==> config.mk <==
export PLATFORM = sky130hd
export DESIGN_NAME = tmr_bus_slave
export DESIGN_NICKNAME = d
export VERILOG_FILES = /design/src/rtl/tbs_pkg.sv /design/src/rtl/tbs_tmr_reg.sv /design/src/rtl/tbs_link.sv /design/src/rtl/tmr_bus_slave.sv
export SDC_FILE = /design/constraint.sdc
export NUM_CORES = 1
export LEC_CHECK = 0
export ABC_AREA = 1
export BUFFER_PORTS_ARGS = -buffer_cell sky130_fd_sc_hd__buf_4
export CAP_MARGIN = 20
export CORE_ASPECT_RATIO = 1.5
export CORE_MARGIN = 2
export CORE_UTILIZATION = 62
export CTS_CLUSTER_SIZE = 12
export DETAILED_ROUTE_END_ITERATION = 8
export GPL_TIMING_DRIVEN = 0
export HOLD_SLACK_MARGIN = 0.15
export PLACE_DENSITY = 0.8
export SLEW_MARGIN = 20
export SYNTH_ARGS = -nofsm -noshare
export SYNTH_HDL_FRONTEND = slang
export SYNTH_SLANG_ARGS = --single-unit
==> constraint.sdc <==
create_clock -name clk -period 1.85 [get_ports clk]
set_input_delay 0.2775 -clock clk [delete_from_list [all_inputs] [get_ports clk]]
set_output_delay 0.2775 -clock clk [all_outputs]
set_load 0.02 [all_outputs]
==> src/rtl/tbs_pkg.sv <==
package tbs_pkg;

  typedef enum logic [2:0] {
    PH_IDLE  = 3'd0,
    PH_ADDR  = 3'd1,
    PH_ACK   = 3'd2,
    PH_WDATA = 3'd3,
    PH_TX    = 3'd4,
    PH_RACK  = 3'd5,
    PH_SKIP  = 3'd6
  } phase_t;

  typedef struct packed {
    phase_t      ph;
    logic [3:0]  cnt;
    logic [11:0] sh;
    logic        hi;
    logic        ack_go;
    logic        rw;
    logic        data_stage;
    logic        idx;
    logic        pull;
  } link_st_t;

  // XOR of the 1-based positions of all set bits
  function automatic logic [3:0] hc_syndrome(input logic [11:0] c);
    logic [3:0] s;
    s = '0;
    for (int i = 1; i <= 12; i++) begin
      if (c[i-1]) s = s ^ 4'(i);
    end
    return s;
  endfunction

  function automatic logic [11:0] hc_encode(input logic [7:0] d);
    logic [11:0] c;
    logic [3:0]  s;
    c = '0;
    c[2]  = d[0]; c[4]  = d[1]; c[5]  = d[2]; c[6]  = d[3];
    c[8]  = d[4]; c[9]  = d[5]; c[10] = d[6]; c[11] = d[7];
    s = hc_syndrome(c);
    c[0] = s[0]; c[1] = s[1]; c[3] = s[2]; c[7] = s[3];
    return c;
  endfunction

  // returns {ok, data}
  function automatic logic [8:0] hc_decode(input logic [11:0] c);
    logic [3:0]  s;
    logic [11:0] f;
    f = c;
    s = hc_syndrome(c);
    if (s > 4'd12) return 9'h000;
    if (s != 4'd0) f[s - 4'd1] = ~f[s - 4'd1];
    return {1'b1, f[11], f[10], f[9], f[8], f[6], f[5], f[4], f[2]};
  endfunction

endpackage

==> src/rtl/tbs_tmr_reg.sv <==
module tbs_tmr_reg #(
  parameter int W = 8
) (
  input  logic         clk,
  input  logic         rst_n,
  input  logic [W-1:0] d,
  output logic [W-1:0] q,
  output logic         disagree
);

  logic [W-1:0] copy_a;
  logic [W-1:0] copy_b;
  logic [W-1:0] copy_c;

  // all three copies take the new value every cycle (scrubbing)
  always_ff @(posedge clk or negedge rst_n) begin
    if (!rst_n) begin
      copy_a <= '0;
      copy_b <= '0;
      copy_c <= '0;
    end else begin
      copy_a <= d;
      copy_b <= d;
      copy_c <= d;
    end
  end

  assign q        = (copy_a & copy_b) | (copy_b & copy_c) | (copy_a & copy_c);
  assign disagree = |((copy_a ^ copy_b) | (copy_b ^ copy_c));

endmodule

==> src/rtl/tbs_link.sv <==
module tbs_link
  import tbs_pkg::*;
(
  input  logic       clk,
  input  logic       rst_n,
  input  logic       scl_i,
  input  logic       sda_i,
  input  logic [6:0] my_addr,
  input  logic [7:0] stat_byte,
  input  logic [7:0] out_byte,
  output logic       wr_stb,
  output logic [7:0] wr_data,
  output logic       pull,
  output logic       scl_fall,
  output logic       disagree
);

  localparam int LW = $bits(link_st_t);

  logic scl_m, scl_s, scl_p;
  logic sda_m, sda_s, sda_p;

  always_ff @(posedge clk or negedge rst_n) begin
    if (!rst_n) begin
      scl_m <= 1'b1; scl_s <= 1'b1; scl_p <= 1'b1;
      sda_m <= 1'b1; sda_s <= 1'b1; sda_p <= 1'b1;
    end else begin
      scl_m <= scl_i; scl_s <= scl_m; scl_p <= scl_s;
      sda_m <= sda_i; sda_s <= sda_m; sda_p <= sda_s;
    end
  end

  logic scl_rise, start_det, stop_det;
  assign scl_rise  = scl_s & ~scl_p;
  assign scl_fall  = ~scl_s & scl_p;
  assign start_det = scl_s & scl_p & sda_p & ~sda_s;
  assign stop_det  = scl_s & scl_p & ~sda_p & sda_s;

  logic [LW-1:0] cur_v, nx_v;
  link_st_t      cur, nx;
  logic [11:0]   rx_word, tx_word;
  logic [8:0]    dec;

  assign cur  = link_st_t'(cur_v);
  assign nx_v = nx;

  always_comb begin
    nx      = cur;
    wr_stb  = 1'b0;
    rx_word = {cur.sh[10:0], sda_s};
    dec     = hc_decode(rx_word);
    wr_data = dec[7:0];
    tx_word = hc_encode(cur.idx ? out_byte : stat_byte);
    if (start_det) begin
      nx    = '0;
      nx.ph = PH_ADDR;
    end else if (stop_det) begin
      nx = '0;
    end else begin
      case (cur.ph)
        PH_ADDR, PH_WDATA: begin
          if (scl_rise) begin
            nx.sh  = rx_word;
            nx.cnt = cur.cnt + 4'd1;
            if (cur.cnt == 4'd11) begin
              nx.cnt = '0;
              nx.hi  = 1'b0;
              if (cur.ph == PH_ADDR) begin
                if (dec[8] && (dec[7:1] == my_addr)) begin
                  nx.ph         = PH_ACK;
                  nx.ack_go     = 1'b1;
                  nx.rw         = dec[0];
                  nx.data_stage = 1'b0;
                end else begin
                  nx.ph = PH_SKIP;
                end
              end else begin
                nx.ph         = PH_ACK;
                nx.ack_go     = dec[8];
                nx.data_stage = 1'b1;
                wr_stb        = dec[8];
              end
            end
          end
        end
        PH_ACK: begin
          if (scl_rise) begin
            nx.hi = 1'b1;
          end else if (scl_fall && !cur.hi) begin
            nx.pull = cur.ack_go;
          end else if (scl_fall) begin
            nx.pull = 1'b0;
            nx.hi   = 1'b0;
            nx.cnt  = '0;
            if (!cur.ack_go || cur.data_stage) begin
              nx.ph = PH_SKIP;
            end else if (!cur.rw) begin
              nx.ph = PH_WDATA;
            end else begin
              nx.ph   = PH_TX;
              nx.idx  = 1'b0;
              nx.sh   = hc_encode(stat_byte);
              nx.pull = ~nx.sh[11];
            end
          end
        end
        PH_TX: begin
          if (scl_fall) begin
            if (cur.cnt == 4'd11) begin
              nx.pull = 1'b0;
              nx.ph   = PH_RACK;
              nx.hi   = 1'b0;
            end else begin
              nx.cnt  = cur.cnt + 4'd1;
              nx.sh   = {cur.sh[10:0], 1'b0};
              nx.pull = ~cur.sh[10];
            end
          end
        end
        PH_RACK: begin
          if (scl_rise) begin
            nx.hi = 1'b1;
          end else if (scl_fall && cur.hi) begin
            if (!cur.idx) begin
              nx.idx  = 1'b1;
              nx.ph   = PH_TX;
              nx.cnt  = '0;
              nx.hi   = 1'b0;
              nx.sh   = hc_encode(out_byte);
              nx.pull = ~nx.sh[11];
            end else begin
              nx.ph = PH_SKIP;
            end
          end
        end
        default: nx = cur;
      endcase
    end
  end

  tbs_tmr_reg #(.W(LW)) u_link_tmr (
    .clk      (clk),
    .rst_n    (rst_n),
    .d        (nx_v),
    .q        (cur_v),
    .disagree (disagree)
  );

  assign pull = cur.pull;

  logic unused_tx;
  assign unused_tx = ^tx_word;

endmodule

==> src/rtl/tmr_bus_slave.sv <==
module tmr_bus_slave #(
  parameter int         ID_W      = 2,
  parameter logic [6:0] BASE_ADDR = 7'b1010000,
  parameter bit         PULSE_EN  = 1'b1,
  parameter int         PULSE_BIT = 7,
  parameter int         PULSE_LEN = 16
) (
  input  logic            clk,
  input  logic            rst_n,
  input  logic [ID_W-1:0] chip_id,
  input  logic            bus_scl,
  input  logic            bus_sda,
  output logic            bus_sda_pull,
  output logic [7:0]      dout
);

  localparam int CNT_W = $clog2(PULSE_LEN + 1);
  localparam int ST_W  = 8 + CNT_W + 1;

  logic rst_meta, rst_s;
  always_ff @(posedge clk or negedge rst_n) begin
    if (!rst_n) begin
      rst_meta <= 1'b0;
      rst_s    <= 1'b0;
    end else begin
      rst_meta <= 1'b1;
      rst_s    <= rst_meta;
    end
  end

  logic [6:0] my_addr;
  assign my_addr = {BASE_ADDR[6:ID_W], chip_id};

  logic [ST_W-1:0]  st_q, st_d;
  logic [7:0]       bits, nbits;
  logic [CNT_W-1:0] cnt, ncnt;
  logic             flag_q, nflag;
  logic             st_dis, link_dis, any_dis;
  logic             wr_stb, scl_fall;
  logic [7:0]       wr_data, stat_byte;

  assign bits     = st_q[7:0];
  assign cnt      = st_q[8 +: CNT_W];
  assign flag_q   = st_q[ST_W-1];
  assign any_dis  = st_dis | link_dis;
  assign stat_byte = {flag_q, {(7-ID_W){1'b0}}, chip_id};

  always_comb begin
    nbits = bits;
    ncnt  = cnt;
    nflag = flag_q;
    if (wr_stb) begin
      nbits = wr_data;
      nflag = 1'b0;
      ncnt  = (PULSE_EN && wr_data[PULSE_BIT]) ? CNT_W'(PULSE_LEN - 1) : '0;
    end else if (PULSE_EN && bits[PULSE_BIT]) begin
      if (cnt == '0) nbits[PULSE_BIT] = 1'b0;
      else           ncnt = cnt - 1'b1;
    end
    nflag = nflag | any_dis;
    st_d  = {nflag, ncnt, nbits};
  end

  tbs_tmr_reg #(.W(ST_W)) u_state_tmr (
    .clk      (clk),
    .rst_n    (rst_s),
    .d        (st_d),
    .q        (st_q),
    .disagree (st_dis)
  );

  tbs_link u_link (
    .clk       (clk),
    .rst_n     (rst_s),
    .scl_i     (bus_scl),
    .sda_i     (bus_sda),
    .my_addr   (my_addr),
    .stat_byte (stat_byte),
    .out_byte  (bits),
    .wr_stb    (wr_stb),
    .wr_data   (wr_data),
    .pull      (bus_sda_pull),
    .scl_fall  (scl_fall),
    .disagree  (link_dis)
  );

  assign dout = bits;

endmodule

==> qor.yml <==
status: "complete, but fails checks"
violations: "negative setup slack"
die_y_um: 95.6
antenna_found_initial: 0
synth_top_area_frac: 0.281
crit_fanout: 8
grt_pass1_wl_mm: 16.1
synth_area_leader_cell: "dfrtp_1"
numPortBuffers: 14
drv_cap: 0
clkLatencyLatePin_ns: 0.31
postRouteWirelength_mm: 11.4
maxSlewViolCount: 0
cts_sinks: 45
area_growth_syn_to_layout_pct: 36.8
num_antenna_cells: 0
post_synth_instance_area_um2: 3470
power.share.switching: 0.492
synth_nets: 496
start_util: 0.636
period_share: 1.51
synth_cell_type_count: 44
fin_nets: 566
synthCells: 482
pwr-share-seq: 0.239
stdcell_count: 623
clock-root-buffer: "clkbuf_8"
ys.flop_type: "dfrtp_1"
dpl.hpwl_mm: 7.17
antenna_left: 0
place_ws_ns: -1.18
setup_viol: 34
ys_ff_latch: 45
cts_tree: "done"
cts.clk_slew.worst_paths_ns: 0.08
critPathArrivalTime_ns: 3.00
synth_area_leaders: "dfrtp_1 28%, nand2_1 11%, inv_1 6.8%, nand3_1 5.8%, o21ai_0 4.6%"
async_flop_share: 1.00
min_period_ns: 2.80
cp-end-kind: "register"
vias_per_cell: 6.10
slew-limit-headroom: 0.630
rrSetupSlack_ns: -0.95
rsz0062_at_grt: "yes"
die_area_um2: 6220
avgSynthCellArea_um2: 7.20
yosys_warnings: 0
ir_drop_v: 0.000719
fp-row-count: 33
drive_gt1_frac: 0.410
vias: 3799
comb_power_share: 0.642
htreeDepth: 2
clockPowerShare: 0.120
wl_per_cell_um: 18.2
hold_class: "reg -> async"
ys_seq_area_frac: 0.327
first_iter_violations: 367
fin_ws_ns: -0.947
worst_pin_slew_ns: 0.550
globalplace.congestion: 0.925
fmax_mhz: 358
hold_viol: 0
die_w_um: 65.1
power_leakage_nw: 2.11
reg2reg_to: "u_link.u_link_tmr.copy_c[2]"
r2r-start: "u_link.u_link_tmr.copy_c[13]"
p_sw_w: 0.00266
p_per_area_nw_per_um2: 1140
grt_pass1_vias: 3533
ios: 15
fin_setup_tns_ns: -14.63
cts-buffers-inserted: 5
grt_start_max_net_pins: 29
clock_skew_ns: 0.00763
cp.required_ns: 2.05
rr_worst_depth: 22
p_int_w: 0.00275
core_um2: 5450
critical_path_class: "reg -> reg"
grt_usage: 0.341
cts.path.max_buffers: 2
synth_edf_count: 0
n_fill_cell: 297
post-synth-top-count-cell: "nand2_1"
place_inst: 567
drtPass1Iterations: 5
start_kind: "register"
drc_errors: 0
grt_overflow: 0
whs_ns: 0.189
synth_common_cells: "102 x nand2_1, 63 x inv_1, 40 x nand3_1, 39 x dfrtp_1, 35 x nor2_1"
[per-stage QoR]
step           power, W  cell area, µm²  utilization
6_report        0.00541            4740        0.871
3_5_place_dp    0.00365            3820        0.702
2_1_floorplan   0.00312            3610            -
4_1_cts         0.00478            4340        0.795
5_1_grt         0.00572            4740        0.871
3_3_place_gp    0.00355            3800        0.698
[layout by cell type (no fill, tap or decap), drive strengths merged, types with 9 or more instances in the layout]
| cell | synthesis | final |
|---|---|---|
| nand2 | 120 | 120 |
| buf | 9 | 73 |
| inv | 73 | 73 |
| nand3 | 44 | 44 |
| dfrtp | 39 | 39 |
| o21ai | 39 | 39 |
| nor2 | 38 | 38 |
| a21oi | 20 | 20 |
| xnor2 | 13 | 13 |
| nor3 | 12 | 12 |
| o22ai | 10 | 10 |
| o221ai | 9 | 9 |
[sequential cells by signal, summed over array words and instances (netlist names)]
name and cells:
u_link.u_link_tmr.copy_c 24, u_link.sda_m 1, u_link.sda_s 1, u_link.scl_p 1, rst_s 1, u_link.sda_p 1, u_state_tmr.copy_a 13, u_link.scl_s 1
u_link.scl_m 1, rst_meta 1
[repair_timing]
item / 4_1_cts / 5_1_grt
pin swaps: 20 / 23
setup buffers: 21 / 22
endpoints found under the setup margin: 36 / 36
gates resized for setup: 64 / 75
hold endpoints to repair: 4 / 0
gates cloned: 1 / 1
hold buffers: 3 / 0
[kinds of logic (layout without fill, tap and decap cells)]
group                    after synthesis  in the layout  share of synthesized area
XOR/XNOR                              20             20                     0.0505
multiplexers                           1              1                    0.00325
buffers and inverters                 87            158                      0.104
adder cells (fa/ha/maj)                8              8                     0.0289
AND/OR/NAND/NOR                      227            227                      0.320
AO/OA/AOI/OAI                         93             93                      0.166
other                                  1              1                    0.00108
flip-flops                            45             45                      0.327
[routing by layer]
layer	wire length, µm	up-vias	track usage	share of wire
met4	825	0	0.215	0.073
met3	652	80	0.0437	0.057
met5	0	-	0	0
li1	-	1740	-	-
met2	5830	193	0.625	0.51
met1	4050	1786	0.365	0.36
[power by group through the flow]
stage                     clock network (W)  logic [W]  registers [W]
after floorplan                           0    0.00186        0.00127
after global placement                    0    0.00226        0.00129
after detailed placement                  0    0.00236        0.00129
after CTS                          0.000662    0.00284        0.00127
after global routing               0.000696    0.00372        0.00131
final                              0.000647    0.00347        0.00129
[worst max-delay path by stage]
stage	from	end
final	u_link.u_link_tmr.copy_c[13]	u_link.u_link_tmr.copy_c[2]
after detailed placement	u_link.u_link_tmr.copy_c[13]	u_link.u_link_tmr.copy_c[24]
after global routing	u_link.u_link_tmr.copy_c[11]	u_link.u_link_tmr.copy_c[4]
after CTS	u_link.u_link_tmr.copy_c[13]	u_link.u_link_tmr.copy_c[24]
after global placement	u_link.u_link_tmr.copy_c[13]	u_link.u_link_tmr.copy_c[24]
after floorplan	u_link.u_link_tmr.copy_c[13]	u_link.u_link_tmr.copy_c[4]
[worst max-delay path: stages, from the launching register on]
cell and delay (ns):
dfrtp_2 0.45, nand2_2 0.12, nand2_2 0.08, nand2_4 0.08
nand2_4 0.06, nand2_2 0.07, nand3_4 0.11, nand2_8 0.12
inv_8 0.04, ha_4 0.15, or2_4 0.26, nand2_8 0.12
inv_8 0.06, nand2_2 0.08, o21ai_0 0.10, nand2_1 0.14
nand3b_4 0.10, a21oi_4 0.14, nand2_2 0.11, nand2_2 0.09
nand3_1 0.07, nand2_1 0.09, inv_1 0.04
[cell type report]
| class | count | area, µm² | share of cell area |
|---|---|---|---|
| multi-input combinational | 350 | 2480 | 0.522 |
| sequential | 45 | 1140 | 0.240 |
| timing repair buffer | 63 | 526 | 0.111 |
| inverter | 73 | 304 | 0.0641 |
| buffer | 14 | 118 | 0.0248 |
| tap | 70 | 87.6 | 0.0185 |
| clock buffer | 7 | 86.3 | 0.0182 |
| clock inverter | 1 | 7.51 | 0.00158 |
Power figures use the tool's default switching activity.
